[config.mk]
export PLATFORM = sky130hd
export DESIGN_NAME = fcmp_pred_unit
export DESIGN_NICKNAME = d
export VERILOG_FILES = /design/src/rtl/fcmp_pkg.sv /design/src/rtl/fcmp_classify.sv /design/src/rtl/fcmp_relate.sv /design/src/rtl/fcmp_select.sv /design/src/rtl/fcmp_pred_unit.sv
export SDC_FILE = /design/constraint.sdc
export NUM_CORES = 1
export LEC_CHECK = 0
export ABC_AREA = 0
export BUFFER_PORTS_ARGS = -buffer_cell sky130_fd_sc_hd__buf_4
export CAP_MARGIN = 20
export CORE_ASPECT_RATIO = 1.2
export CORE_MARGIN = 2
export CORE_UTILIZATION = 46
export DETAILED_ROUTE_END_ITERATION = 10
export GPL_TIMING_DRIVEN = 0
export PLACE_DENSITY = 0.86
export SLEW_MARGIN = 20
export SYNTH_ARGS = -nofsm -noshare
export SYNTH_HDL_FRONTEND = slang
export SYNTH_SLANG_ARGS = --single-unit
[constraint.sdc]
create_clock -name clk -period 3.05 [get_ports clk]
set_input_delay 0.1525 -clock clk [delete_from_list [all_inputs] [get_ports clk]]
set_output_delay 0.1525 -clock clk [all_outputs]
set_load 0.01 [all_outputs]
[src/rtl/fcmp_pkg.sv]
package fcmp_pkg;

    // Format geometry
    localparam int SP_EXP  = 8;
    localparam int SP_FRAC = 23;
    localparam int DP_EXP  = 11;
    localparam int DP_FRAC = 52;
    localparam int SP_W    = 1 + SP_EXP + SP_FRAC;
    localparam int DP_W    = 1 + DP_EXP + DP_FRAC;
    localparam int MAG_W   = DP_W - 1;
    localparam int CODE_W  = 4;

    // Classified operand
    typedef struct packed {
        logic             sign;
        logic             nan;
        logic             zero;
        logic [MAG_W-1:0] mag;
    } opnd_t;

    // Base relations between two operands
    typedef struct packed {
        logic un;
        logic eq;
        logic lt;
    } rel_t;

    // Predicate code; bit positions are behaviour
    typedef struct packed {
        logic sig;     // bit 3
        logic use_lt;  // bit 2
        logic use_eq;  // bit 1
        logic use_un;  // bit 0
    } code_t;

    typedef struct packed {
        logic cond;
        logic invalid;
    } verdict_t;

    function automatic logic all_ones_nz(input logic exp_ones, input logic frac_nz);
        return exp_ones & frac_nz;
    endfunction

endpackage

[src/rtl/fcmp_classify.sv]
module fcmp_classify
    import fcmp_pkg::*;
#(
    parameter int S_EXP  = SP_EXP,
    parameter int S_FRAC = SP_FRAC,
    parameter int D_EXP  = DP_EXP,
    parameter int D_FRAC = DP_FRAC
) (
    input  logic                          dbl,
    input  logic [D_EXP+D_FRAC:0]         raw,
    output opnd_t                         info
);
    localparam int SW = 1 + S_EXP + S_FRAC;
    localparam int DW = 1 + D_EXP + D_FRAC;
    localparam int PAD = (DW - 1) - (SW - 1);

    logic [S_EXP-1:0]  s_exp;
    logic [S_FRAC-1:0] s_frac;
    logic [D_EXP-1:0]  d_exp;
    logic [D_FRAC-1:0] d_frac;

    assign s_exp  = raw[SW-2 -: S_EXP];
    assign s_frac = raw[S_FRAC-1:0];
    assign d_exp  = raw[DW-2 -: D_EXP];
    assign d_frac = raw[D_FRAC-1:0];

    always_comb begin
        if (dbl) begin
            info.sign = raw[DW-1];
            info.nan  = all_ones_nz(&d_exp, |d_frac);
            info.zero = ~|raw[DW-2:0];
            info.mag  = raw[DW-2:0];
        end else begin
            info.sign = raw[SW-1];
            info.nan  = all_ones_nz(&s_exp, |s_frac);
            info.zero = ~|raw[SW-2:0];
            info.mag  = {{PAD{1'b0}}, raw[SW-2:0]};
        end
    end
endmodule

[src/rtl/fcmp_relate.sv]
module fcmp_relate
    import fcmp_pkg::*;
(
    input  opnd_t a,
    input  opnd_t b,
    output rel_t  rel
);
    logic unord, both_zero, mag_lt, mag_gt, mag_eq, ord_lt;

    assign unord     = a.nan | b.nan;
    assign both_zero = a.zero & b.zero;
    assign mag_lt    = a.mag < b.mag;
    assign mag_gt    = b.mag < a.mag;
    assign mag_eq    = a.mag == b.mag;

    always_comb begin
        unique case ({a.sign, b.sign})
            2'b00:   ord_lt = mag_lt;
            2'b11:   ord_lt = mag_gt;
            2'b10:   ord_lt = ~both_zero;
            default: ord_lt = 1'b0;
        endcase
    end

    assign rel.un = unord;
    assign rel.eq = ~unord & (both_zero | (a.sign == b.sign && mag_eq));
    assign rel.lt = ~unord & ord_lt;
endmodule

[src/rtl/fcmp_select.sv]
module fcmp_select
    import fcmp_pkg::*;
(
    input  code_t    code,
    input  rel_t     rel,
    output verdict_t vd
);
    assign vd.cond    = (code.use_un & rel.un) |
                        (code.use_eq & rel.eq) |
                        (code.use_lt & rel.lt);
    assign vd.invalid = code.sig & rel.un;
endmodule

[src/rtl/fcmp_pred_unit.sv]
module fcmp_pred_unit
    import fcmp_pkg::*;
#(
    parameter int OP_W = DP_W,
    parameter int CW   = CODE_W
) (
    input  logic            clk,
    input  logic            rst,
    input  logic            in_valid,
    input  logic            in_dbl,
    input  logic [CW-1:0]   in_cond,
    input  logic [OP_W-1:0] in_a,
    input  logic [OP_W-1:0] in_b,
    output logic            out_done,
    output logic            out_cond,
    output logic            out_invalid
);
    opnd_t    info [2];
    rel_t     rel;
    verdict_t vd;
    verdict_t vd_q;
    logic     done_q;

    logic [OP_W-1:0] ops [2];
    assign ops[0] = in_a;
    assign ops[1] = in_b;

    for (genvar i = 0; i < 2; i++) begin : g_cls
        fcmp_classify u_cls (
            .dbl  (in_dbl),
            .raw  (ops[i]),
            .info (info[i])
        );
    end

    fcmp_relate u_rel (
        .a   (info[0]),
        .b   (info[1]),
        .rel (rel)
    );

    fcmp_select u_sel (
        .code (code_t'(in_cond)),
        .rel  (rel),
        .vd   (vd)
    );

    always_ff @(posedge clk) begin
        if (rst) begin
            done_q <= 1'b0;
            vd_q   <= '0;
        end else begin
            done_q <= in_valid;
            if (in_valid) vd_q <= vd;
        end
    end

    assign out_done    = done_q;
    assign out_cond    = vd_q.cond;
    assign out_invalid = vd_q.invalid;
endmodule


Word-level counts from Yosys, hierarchy flattened
Cells that the tools add are included.
{ "op_classes": {"n_addsub": 0, "n_mul": 0, "div_mod_pow": 0, "magnitude_cmp": 2, "eq_ne": 4, "shifts": 0, "mux": 3, "bitwise_logic": 17, "n_reduce_logical": 18} }
{ "op_table": {"columns": ["op", "count"], "rows": [
  ["2-to-1 mux 66 bit", 2],
  ["< comparator 63 bit", 2],
  ["OR reduction 63 bit", 2],
  ["OR reduction 52 bit", 2],
  ["== test 63 bit", 1],
  ["OR reduction 31 bit", 2],
  ["OR reduction 23 bit", 2],
  ["AND reduction 11 bit", 2],
  ["AND reduction 8 bit", 2],
  ["bitwise AND 1 bit", 11],
  ["== test 2 bit (second input constant)", 2],
  ["logical NOT 1 bit", 4],
  ["OR 1 bit", 4],
  ["case mux 1 bit (3 select lines)", 1],
  ["logical NOT 2 bit", 1],
  ["NOT 1 bit", 2],
  ["== test 1 bit", 1],
  ["logical AND 1 bit", 1]
]} }
{ "word_totals": {"ff_bits": 3, "latchBits": 0, "ramBits": 0, "mem_bits_ro": 0, "input_bits": 136, "output_inout_bits": 3, "elab_cells": 47, "n_memories": 0} }

Longest topological paths before layout
Gate-level depths: netlist of run 1.
{ "depth": {"word_depth": 10, "mapped_depth": 12, "depth_no_buf": 10} }

Modules after synthesis
A second synthesis of run 1 with hierarchy kept.
{ "unflattened": {"cells_unflattened": 460, "hier_area_um2": 3205.6} }
{ "by_module_without_submodules": {"columns": ["module", "instances", "cells_each", "area_per_inst_um2", "seq_area_each_um2"], "rows": [
  ["fcmp_relate", 1, 239, 1707.9, 0.0],
  ["fcmp_classify", 2, 105, 691.9, 0.0],
  ["fcmp_pred_unit", 1, 8, 93.8, 60.1],
  ["fcmp_select", 1, 3, 20.0, 0.0]
]} }

Least setup slack after synthesis of run 1
Ideal clock, no wire load.
{ "synth_timing": {"path_kind": "input port to flip-flop", "from": "in in_dbl", "to": "reg vd_q (netlist bit out_cond)", "setup_time_ps": 117, "t_arrival_ps": 2395, "required_time_ps": 2933, "setup_slack_ps": 537, "path_stages": 12, "path_buffers": 2, "path_cell_list": "clkbuf_1 -> clkbuf_1 -> nand2_1 -> ha_1 -> a21o_1 -> a221o_1 -> a221oi_1 -> o21a_1 -> o211a_1 -> a211o_1 -> o2111ai_1 -> o2bb2ai_1"} }
{ "synth_between": {"elab_chain_cells": 8, "word_cells_on_any_way": 23, "classes_between": "order compare: 2; eq/ne: 4; mux: 3; bitwise: 12; reduce/logical: 2"} }
{ "synth_lines": {"columns": ["item", "line", "text"], "rows": [
  ["start, declared", "fcmp_pred_unit.sv:10", "input logic in_dbl,"],
  ["parallel branches: the longest is 7 deep, another holds < comparator 63 bit", null, null],
  ["OR 1 bit *", "fcmp_select.sv:9", "(code.use_eq & rel.eq) |"],
  ["end signal, assigned", "fcmp_pred_unit.sv:54", "if (in_valid) vd_q <= vd;"],
  ["end, declared", "fcmp_pred_unit.sv:21", "verdict_t vd_q;"]
]} }
Every way passes the cells marked *.
A chain may end at the register's enable or synchronous reset.

Worst setup path in the final report of run 1
Ends and elaborated chain as after synthesis.

==> impl_table.tex, run 1 <==
\begin{tabular}{lr}
\hline
Metric & Value \\
\hline
\multicolumn{2}{l}{\textbf{Outcome}} \\
Result of the run & complete, no violations \\
\multicolumn{2}{l}{\textbf{Synthesis}} \\
Async set-or-reset flop fraction in the synthesized netlist & 0\% \\
Total of flip-flops plus latches after synthesis & 3 \\
Most area-consuming cells after synthesis & ha\_1, nand2\_1, and2\_1, nor4\_1, nand4\_1 \\
Area leader, netlist & ha\_1 \\
Most common cell in the netlist & ha\_1 \\
Number of synthesis warnings & 0 \\
Number of flops mapped to enable cells by yosys & 0 \\
Most used flip-flop cell after synthesis & dfxtp\_1 \\
Syn Area/Cell & 6.84 µm² \\
Number of instances in the synthesized netlist & 364 \\
Net count after synthesis & 567 \\
Unique masters post-synth & 39 \\
Share of Yosys cell area claimed by the top area cell type & 33.7\% \\
Cell area after synthesis & 0.00249 mm² \\
Fraction of the yosys area taken by sequential cells & 2.41\% \\
Synth top cells by count & ha\_1, nand2\_1, inv\_1 \\
\multicolumn{2}{l}{\textbf{Route}} \\
Total detailed-routing wirelength & 8390 µm \\
Post-route DRC & 0 \\
Drt first-iter violations & 85 \\
Vias per inst & 5.65 \\
Number of antenna-violating nets in the routed design & 0 \\
Number of vias after detailed routing & 3202 \\
Routed wirelength normalized by instance count & 14.8 µm \\
TritonRoute pass-1 iters & 4 \\
\multicolumn{2}{l}{\textbf{Timing}} \\
Min Tclk post-route & 2480 ps \\
Pins over their slew limit & 0 \\
Measured slew at the worst slew-check pin & 453 ps \\
Final count of hold timing violations & 0 \\
Fin Setup TNS & 0 ps \\
Worst path setup slack after routing & 567 ps \\
Highest achievable clock rate & 403 MHz \\
Setup repair after global routing missed its margin & false \\
Final count of negative-setup-slack endpoints & 0 \\
Worst slew margin relative to its limit & 69.5\% \\
Fin crit share & 81.4\% \\
Clock skew & 0 ps \\
\multicolumn{2}{l}{\textbf{Clock tree}} \\
Hold buffer count at cts & 0 \\
Post-cts repair resize count & 0 \\
Root Buffer Master & clkbuf\_8 \\
TritonCTS clock tree & done \\
Setup Fix Bufs, Post-CTS & 0 \\
Number of buffers on the longest clock path & 2 \\
Total number of H-tree levels & 1 \\
CTS Sinks & 3 \\
Number of buffers added by the clock tree synthesis step & 3 \\
Clock transition at the register clock pins on the worst setup and hold paths after CTS & 30 ps \\
Worst skew pair latency & 220 ps \\
\multicolumn{2}{l}{\textbf{GRT}} \\
Largest net degree at the start of global routing & 11 \\
Remaining global-route overflow & 0 \\
Total Routing Usage GR & 27.9\% \\
Via count of the first global-routing pass & 3284 \\
Wire length of the first global-routing pass & 14100 µm \\
Initial antenna violation count & 0 \\
\multicolumn{2}{l}{\textbf{Critical path}} \\
Cell-by-cell listing of the critical path & buf\_4, clkbuf\_1, and2\_1, ha\_1, and2\_0, a221o\_1, a221oi\_1, o21a\_1, o211a\_1, a211o\_1, o2111ai\_1, o2bb2ai\_1 \\
Max incr delay on CP & 320 ps \\
Required time reported for the critical path endpoint & 3150 ps \\
CP Class & in2reg \\
Critical Path Source Type & input port \\
Max stage delay cell, worst path & a221oi\_1 \\
Category of the worst setup path capture point & flip-flop \\
Count of buffering cells on the critical path with inverters included & 2 \\
Worst path top cell family by delay & compound AO/OA/AOI/OAI gates \\
Critical path fanouts, max & 16 \\
Data arrival time of the worst path & 2590 ps \\
\multicolumn{2}{l}{\textbf{Floorplan}} \\
Die boundary width & 71.1 µm \\
Effective utilization at floorplan & 47.3\% \\
Site Rows & 29 \\
Die Ht & 84.6 µm \\
Floorplan die area & 0.00602 mm² \\
Core Region & 0.00526 mm² \\
\# IOs & 139 \\
\multicolumn{2}{l}{\textbf{Finish}} \\
Fraction of layout cells with a size suffix above 1 & 30.3\% \\
Post-layout net count & 709 \\
Final Util & 69.3\% \\
\# diodes & 0 \\
Finished Cell Area & 0.00365 mm² \\
Number of fill cells & 461 \\
Area added between synthesis and finish & 46.6\% \\
\multicolumn{2}{l}{\textbf{Power}} \\
Max IR drop VDD & 0.136 mV \\
Standby leakage power & 1.87 nW \\
Total power per unit cell area & 162 mW/mm² \\
\multicolumn{2}{l}{\textbf{Placement}} \\
HPWL after detailed placement & 7650 µm \\
Instance area after placement & 0.00360 mm² \\
Post-placement setup slack & -67.8 ps \\
I/O Buffers & 138 \\
Routability-driven placement congestion ratio & 0.984 \\
\multicolumn{2}{l}{\textbf{Hold path}} \\
Class of the most critical hold timing path & in2reg \\
\multicolumn{2}{l}{\textbf{Job}} \\
Max-cap violations & 0 \\
\hline
\end{tabular}
-- metrics by stage --
stage	hold WS, ps	total power, mW	instances
global placement	337	0.457	564
detailed placement	336	0.473	564
CTS	110	0.594	568
floorplan	225	0.246	364
global route	113	0.655	567
finish	117	0.592	567
-- cell type report --
type	instances	area (µm²)	area share, %
Sequential cell	3	60.1	1.65
Timing Repair Buffer	138	1040	28.4
Tap cell	62	77.6	2.13
Clock buffer	4	45.0	1.23
Inverter	38	143	3.91
Multi-Input combinational cell	316	2260	62.0
Buffer	6	26.3	0.720
-- registers in the layout, summed over array words and instances, names as in the netlist --
signal	flops
out_done	1
out_cond	1
out_invalid	1
-- metal layers --
| layer | part of all wire [%] | global-route usage, % |
|---|---|---|
| met5 | 0 | 0 |
| met4 | 1.6 | 6.00 |
| met3 | 5.4 | 3.48 |
| met2 | 52 | 52.6 |
| met1 | 41 | 33.1 |
-- cells in the final DEF, fill, tap and decap left out, types with 2 or more instances in the layout --
master,n
o211a_1,2
a21oi_1,29
a2111oi_1,2
nor3_1,9
ha_1,67
clkbuf_1,3
o21ai_0,11
nor4_1,25
nand4_1,24
a21oi_2,2
a21o_1,5
o31ai_1,2
inv_1,38
a221oi_1,3
nand3_1,8
o21a_1,2
nor4_2,3
nand2_1,58
mux2i_1,2
dfxtp_1,3
and2_1,32
nor2_1,13
or4_4,2
buf_4,138
clkbuf_2,3
clkbuf_8,3
-- path summary, 6_finish.rpt --
check                            from                        to  slack, ps  cells after the start
max reg2reg     out_cond$_SDFFE_PP0P_     out_cond$_SDFFE_PP0P_       2430                      2
min reg2reg  out_invalid$_SDFFE_PP0P_  out_invalid$_SDFFE_PP0P_        480                      2
max                            in_dbl     out_cond$_SDFFE_PP0P_        570                     12
min                               rst  out_invalid$_SDFFE_PP0P_        120                      2
-- cell families after synthesis --
kind of cell	Yosys count	synth area share (%)
compound gates	65	16.4
fa+ha+maj	67	33.7
buf+inv	45	6.79
flops	3	2.41
mux	2	0.804
simple gates	182	39.9
-- report_power, final --
part | leakage [nW] | switching (mW) | internal (mW)
Sequential | 0.0245 | 0.000516 | 0.0409
Combinational | 1.82 | 0.205 | 0.229
Clock | 0.0228 | 0.0268 | 0.0892
(Power assumes the default switching activity.)
==> run 2, diff against run 1 <==
==> constraint.sdc (replaced) <==
create_clock -name clk -period 2.5 [get_ports clk]
set_input_delay 0.125 -clock clk [delete_from_list [all_inputs] [get_ports clk]]
set_output_delay 0.125 -clock clk [all_outputs]
set_load 0.01 [all_outputs]
==> impl_table.tex, run 2 (same netlist as run 1, synthesis figures left out) <==
\begin{tabular}{lr}
\hline
Metric & Value \\
\hline
\multicolumn{2}{l}{\textbf{Timing}} \\
Fin crit share & 95.2\% \\
Pins over their slew limit & 0 (unchanged) \\
Clock skew & 0 ps (unchanged) \\
Highest achievable clock rate & 420 MHz \\
Setup repair after global routing missed its margin & false (unchanged) \\
Measured slew at the worst slew-check pin & 463 ps (was 453 ps) \\
Min Tclk post-route & 2380 ps \\
Worst slew margin relative to its limit & 69.1\% (was 69.5\%) \\
Final count of negative-setup-slack endpoints & 0 (unchanged) \\
Final count of hold timing violations & 0 (unchanged) \\
Worst path setup slack after routing & 120 ps (was 567 ps) \\
\multicolumn{2}{l}{\textbf{Clock tree}} \\
Worst skew pair latency & 210 ps (was 220 ps) \\
Setup Fix Bufs, Post-CTS & 0 (unchanged) \\
Number of buffers on the longest clock path & 2 (unchanged) \\
Clock transition at the register clock pins on the worst setup and hold paths after CTS & 30 ps (about the same) \\
CTS Sinks & 3 (unchanged) \\
Total number of H-tree levels & 1 (unchanged) \\
Number of buffers added by the clock tree synthesis step & 3 (unchanged) \\
TritonCTS clock tree & done (unchanged) \\
Root Buffer Master & clkbuf\_8 (unchanged) \\
\multicolumn{2}{l}{\textbf{Power}} \\
Total power per unit cell area & 198 mW/mm² (was 162 mW/mm²) \\
Standby leakage power & 1.90 nW (was 1.87 nW) \\
Max IR drop VDD & 0.167 mV (was 0.136 mV) \\
\multicolumn{2}{l}{\textbf{Finish}} \\
Area taken by multi-input logic gates & 0.00228 mm² (was 0.00226 mm²) \\
Post-layout net count & 709 (unchanged) \\
Fraction of layout cells with a size suffix above 1 & 31.3\% (was 30.3\%) \\
Number of standard cells in the final layout excluding fillers & 567 (unchanged) \\
\# diodes & 0 (unchanged) \\
Finished Cell Area & 0.00367 mm² (was 0.00365 mm²) \\
Commonest cells after routing, fill and taps aside & buf\_4, ha\_1, nand2\_1 (unchanged) \\
Area taken by flip-flops and latches & 60.1 µm² (unchanged) \\
Number of fill cells & 457 (was 461) \\
Area added between synthesis and finish & 47.7\% (was 46.6\%) \\
Most common cell after layout, fill and taps aside & buf\_4 (unchanged) \\
\multicolumn{2}{l}{\textbf{Route}} \\
Routed wirelength normalized by instance count & 14.8 µm (about the same) \\
Vias per inst & 5.65 (about the same) \\
Number of vias after detailed routing & 3204 (was 3202) \\
TritonRoute pass-1 iters & 4 (unchanged) \\
Post-route DRC & 0 (unchanged) \\
Total detailed-routing wirelength & 8390 µm (about the same) \\
Drt first-iter violations & 85 (unchanged) \\
Number of antenna-violating nets in the routed design & 0 (unchanged) \\
\multicolumn{2}{l}{\textbf{Critical path}} \\
CP Class & in2reg (unchanged) \\
Critical Path Source Type & input port (unchanged) \\
Critical path fanouts, max & 16 (unchanged) \\
Category of the worst setup path capture point & flip-flop (unchanged) \\
Data arrival time of the worst path & 2480 ps (was 2590 ps) \\
Required time reported for the critical path endpoint & 2600 ps (was 3150 ps) \\
\multicolumn{2}{l}{\textbf{Placement}} \\
Routability-driven placement congestion ratio & 0.984 (unchanged) \\
HPWL after detailed placement & 7650 µm (unchanged) \\
I/O Buffers & 138 (unchanged) \\
Post-placement setup slack & -590 ps (was -67.8 ps) \\
Instance area after placement & 0.00360 mm² (unchanged) \\
Number of instances in the placed design & 564 (unchanged) \\
\multicolumn{2}{l}{\textbf{GRT}} \\
Initial antenna violation count & 0 (unchanged) \\
Met3 layer usage reported by global route & 3.48\% (unchanged) \\
Remaining global-route overflow & 0 (unchanged) \\
Total Routing Usage GR & 27.8\% (was 27.9\%) \\
Via count of the first global-routing pass & 3285 (was 3284) \\
GR met1 Demand/Resource & 32.7\% (was 33.1\%) \\
Largest net degree at the start of global routing & 17 (was 11) \\
Most Crowded Layer GR & met2 (unchanged) \\
Wire length of the first global-routing pass & 14100 µm (about the same) \\
Global-route met2 utilization & 52.2\% (was 52.6\%) \\
\multicolumn{2}{l}{\textbf{Hold path}} \\
Class of the most critical hold timing path & in2reg (unchanged) \\
\multicolumn{2}{l}{\textbf{Outcome}} \\
Result of the run & complete, no violations (unchanged) \\
\multicolumn{2}{l}{\textbf{Floorplan}} \\
Core Region & 0.00526 mm² (unchanged) \\
\# IOs & 139 (unchanged) \\
Floorplan die area & 0.00602 mm² (unchanged) \\
Site Rows & 29 (unchanged) \\
Die Ht & 84.6 µm (unchanged) \\
Die boundary width & 71.1 µm (unchanged) \\
Effective utilization at floorplan & 47.3\% (unchanged) \\
\multicolumn{2}{l}{\textbf{Job}} \\
Max-cap violations & 0 (unchanged) \\
\hline
\end{tabular}
==> run 2: cell count changes in the layout (fill, tap and decap cells not counted) <==
cell      change
a221oi_2      +1
buf_2         +1
nor4_1        -1
clkbuf_4      +1
clkbuf_1      -2
clkbuf_2      +1
buf_1         -1
a221oi_1      -1
nor4_4        +1
==> run 2: area by class of cell <==
| class | instances | area share (%) |
|---|---|---|
| multi-input cells | 316 | 62.1 |
| flip-flops and latches | 3 | 1.63 |
| clock buffers | 4 | 1.23 |
| plain buffers | 6 | 0.885 |
| repair buffers | 138 | 28.2 |
| well taps | 62 | 2.11 |
| inverters | 38 | 3.88 |
==> run 2: stage by stage <==
step	hold WS [ps]	TNS (ps)	power [mW]	utilization, %
2_1_floorplan	197	0	0.301	-
4_1_cts	82.2	0	0.725	69.3
6_report	90.2	0	0.726	69.8
5_1_grt	86.0	0	0.801	69.8
3_3_place_gp	310	-576	0.557	68.5
3_5_place_dp	309	-590	0.576	68.5
==> run 2: report_power, final <==
group / leakage [nW] / switching [mW] / internal (mW)
clock network: 0.0228 / 0.0319 / 0.109
registers: 0.0245 / 0.000658 / 0.0499
logic: 1.85 / 0.253 / 0.282
total: 1.90 / 0.285 / 0.441
==> run 2: path summary, 6_finish.rpt <==
path	slack, ps	cells after the start	end	start
worst max-delay path	120	12	out_cond$_SDFFE_PP0P_	in_dbl
worst min-delay path	90	2	out_invalid$_SDFFE_PP0P_	rst
worst max register to register	1870	2	out_cond$_SDFFE_PP0P_	out_cond$_SDFFE_PP0P_
worst min register to register	480	2	out_invalid$_SDFFE_PP0P_	out_invalid$_SDFFE_PP0P_
==> run 2: worst max-delay path, cell delays in order <==
cell,delay [ps]
buf_4,170
buf_2,200
and2_1,170
ha_1,320
a21o_1,170
a221o_1,330
a221oi_2,280
o21a_1,160
o211a_1,170
a211o_1,120
o2111ai_1,110
o2bb2ai_1,150
==> run 2: per-layer routing <==
metal	vias up	share of wire, %
met5	-	0
met4	0	2.0
met3	16	4.8
met2	99	52
met1	1462	41
li1	1627	-
==> run 2: timing repair <==
item                       4_1_cts  5_1_grt
pin swaps                        0        3
gates resized for setup          3       11
hold buffers                     0        0
setup endpoints to repair        1        1
==> run 3, diff against run 2 <==
--- a/config.mk
+++ b/config.mk
@@ -10,10 +10,10 @@
 export CAP_MARGIN = 20
 export CORE_ASPECT_RATIO = 1.2
 export CORE_MARGIN = 2
-export CORE_UTILIZATION = 46
+export CORE_UTILIZATION = 42
 export DETAILED_ROUTE_END_ITERATION = 10
 export GPL_TIMING_DRIVEN = 0
-export PLACE_DENSITY = 0.86
+export PLACE_DENSITY = 0.83
 export SLEW_MARGIN = 20
 export SYNTH_ARGS = -nofsm -noshare
 export SYNTH_HDL_FRONTEND = slang
==> constraint.sdc (replaced) <==
create_clock -name clk -period 2.1 [get_ports clk]
set_input_delay 0.105 -clock clk [delete_from_list [all_inputs] [get_ports clk]]
set_output_delay 0.105 -clock clk [all_outputs]
set_load 0.01 [all_outputs]
==> impl_table.tex, run 3 (same netlist as run 1, synthesis figures left out) <==
\begin{tabular}{lr}
\hline
Metric & Value \\
\hline
\multicolumn{2}{l}{\textbf{Outcome}} \\
Result of the run & complete, but fails checks (was complete, no violations) \\
Violated checks & negative setup slack \\
\multicolumn{2}{l}{\textbf{Floorplan}} \\
Site Rows & 30 (was 29) \\
Floorplan die area & 0.00656 mm² (was 0.00602 mm²) \\
Die Ht & 88.3 µm (was 84.6 µm) \\
\# IOs & 139 (unchanged) \\
Core Region & 0.00571 mm² (was 0.00526 mm²) \\
Effective utilization at floorplan & 43.6\% (was 47.3\%) \\
Die boundary width & 74.3 µm (was 71.1 µm) \\
\multicolumn{2}{l}{\textbf{Timing}} \\
Pins over their slew limit & 0 (unchanged) \\
Measured slew at the worst slew-check pin & 441 ps (was 463 ps) \\
Fin Setup TNS & -203 ps (was 0 ps) \\
Worst path setup slack after routing & -203 ps (was 120 ps) \\
Final count of negative-setup-slack endpoints & 1 (was 0) \\
Fin crit share & 110\% \\
Clock skew & 0 ps (unchanged) \\
Post-route worst hold slack & 64.5 ps (was 90.2 ps) \\
Min Tclk post-route & 2300 ps \\
Worst slew margin relative to its limit & 70.5\% (was 69.1\%) \\
Highest achievable clock rate & 434 MHz \\
Final count of hold timing violations & 0 (unchanged) \\
Setup repair after global routing missed its margin & true (was false) \\
\multicolumn{2}{l}{\textbf{Clock tree}} \\
TritonCTS clock tree & done (unchanged) \\
Number of buffers on the longest clock path & 2 (unchanged) \\
Root Buffer Master & clkbuf\_8 (unchanged) \\
Worst skew pair latency & 220 ps (was 210 ps) \\
Hold buffer count at cts & 0 (unchanged) \\
CTS Sinks & 3 (unchanged) \\
Clock transition at the register clock pins on the worst setup and hold paths after CTS & 30 ps (about the same) \\
Number of buffers added by the clock tree synthesis step & 3 (unchanged) \\
Total number of H-tree levels & 1 (unchanged) \\
\multicolumn{2}{l}{\textbf{Critical path}} \\
Required time reported for the critical path endpoint & 2250 ps (was 2600 ps) \\
Critical Path Source Type & input port (unchanged) \\
Data arrival time of the worst path & 2450 ps (was 2480 ps) \\
Category of the worst setup path capture point & flip-flop (unchanged) \\
Critical path fanouts, max & 8 (was 16) \\
CP Class & in2reg (unchanged) \\
\multicolumn{2}{l}{\textbf{Route}} \\
Total detailed-routing wirelength & 8680 µm (was 8390 µm) \\
Vias per inst & 5.60 (was 5.65) \\
Number of antenna-violating nets in the routed design & 0 (unchanged) \\
Routed wirelength normalized by instance count & 14.7 µm (was 14.8 µm) \\
TritonRoute pass-1 iters & 4 (unchanged) \\
Post-route DRC & 0 (unchanged) \\
Drt first-iter violations & 118 (was 85) \\
Number of vias after detailed routing & 3317 (was 3204) \\
\multicolumn{2}{l}{\textbf{GRT}} \\
Initial antenna violation count & 0 (unchanged) \\
Via count of the first global-routing pass & 3345 (was 3285) \\
Largest net degree at the start of global routing & 11 (was 17) \\
Remaining global-route overflow & 0 (unchanged) \\
Wire length of the first global-routing pass & 13800 µm (was 14100 µm) \\
Total Routing Usage GR & 26.1\% (was 27.8\%) \\
\multicolumn{2}{l}{\textbf{Finish}} \\
Finished Cell Area & 0.00388 mm² (was 0.00367 mm²) \\
Commonest cells after routing, fill and taps aside & buf\_4, ha\_1, nand2\_1 (unchanged) \\
Number of standard cells in the final layout excluding fillers & 592 (was 567) \\
Area added between synthesis and finish & 56.1\% (was 47.7\%) \\
Most common cell after layout, fill and taps aside & buf\_4 (unchanged) \\
\# diodes & 0 (unchanged) \\
Fraction of layout cells with a size suffix above 1 & 34.4\% (was 31.3\%) \\
Post-layout net count & 716 (was 709) \\
\multicolumn{2}{l}{\textbf{Placement}} \\
I/O Buffers & 138 (unchanged) \\
Routability-driven placement congestion ratio & 0.971 (was 0.984) \\
HPWL after detailed placement & 7680 µm (was 7650 µm) \\
Instance area after placement & 0.00374 mm² (was 0.00360 mm²) \\
Number of instances in the placed design & 582 (was 564) \\
\multicolumn{2}{l}{\textbf{Power}} \\
Standby leakage power & 1.96 nW (was 1.90 nW) \\
Max IR drop VDD & 0.140 mV (was 0.167 mV) \\
Total power per unit cell area & 234 mW/mm² (was 198 mW/mm²) \\
\multicolumn{2}{l}{\textbf{Hold path}} \\
Class of the most critical hold timing path & in2reg (unchanged) \\
\multicolumn{2}{l}{\textbf{Job}} \\
Max-cap violations & 0 (unchanged) \\
\hline
\end{tabular}
-- run 3: changes by cell type in the layout (fill, tap and decap cells not counted), moves of 2 or more --
cell,previous run,this run
buf_4,138,142
and2_1,32,29
ha_1,67,64
clkbuf_2,4,1
buf_8,0,2
and2_4,0,4
clkbuf_16,0,2
ha_4,0,3
-- run 3: path summary, 6_finish.rpt --
| path | start | end | slack [ps] | depth (start not counted) |
|---|---|---|---|---|
| setup / recovery | in_dbl | out_cond$_SDFFE_PP0P_ | -200 | 13 |
| hold / removal | rst | out_invalid$_SDFFE_PP0P_ | 60 | 2 |
| setup reg to reg | out_cond$_SDFFE_PP0P_ | out_cond$_SDFFE_PP0P_ | 1460 | 2 |
| hold reg to reg | out_invalid$_SDFFE_PP0P_ | out_invalid$_SDFFE_PP0P_ | 480 | 2 |
-- run 3: metal layers --
metal / vias up / share of wire (%) / track usage (%)
li1: 1641 / - / -
met1: 1536 / 39 / 29.0
met2: 122 / 54 / 52.1
met3: 18 / 5.3 / 1.48
met4: 0 / 2.0 / 7.31
met5: - / 0 / 0
-- run 3: what timing repair did --
action                     in CTS  in global routing
setup endpoints to repair       1                  1
pin swaps                       6                 11
setup buffers                   2                  3
resized for setup               6                  8
gates cloned                    1                  0
-- run 3: area by class of cell --
class,instances,area (µm²)
multi-input cells,316,2330
fillers,523,1820
repair buffers,144,1100
inverters,38,143
plain buffers,7,101
well taps,80,100
flip-flops and latches,3,60.1
clock buffers,4,45.0
-- run 3: worst max-delay path, stage by stage --
cell	delay, ps
buf_12	110
clkbuf_16	160
clkbuf_16	150
and2_1	150
ha_1	270
nand4_1	170
nor4_2	370
nand2_1	160
nor4_2	270
nor2b_2	210
o21ai_2	80
a21oi_2	140
o2bb2ai_1	110
-- run 3: metrics by stage --
stage               total power [mW]  worst slack (ps)  utilization (%)
global placement               0.690              -382             65.5
global route                   0.999              -300             68.1
detailed placement             0.712              -419             65.5
floorplan                      0.382             -36.2                -
CTS                            0.898              -143             67.3
finish                         0.911              -203             68.1
-- run 3: power by group --
group	leakage (nW)	internal [mW]	total [mW]	switching, mW
clock	0.0228	0.130	0.168	0.0386
sequential	0.0245	0.0594	0.0600	0.000600
combinational	1.91	0.370	0.683	0.313
total	1.96	0.559	0.911	0.352
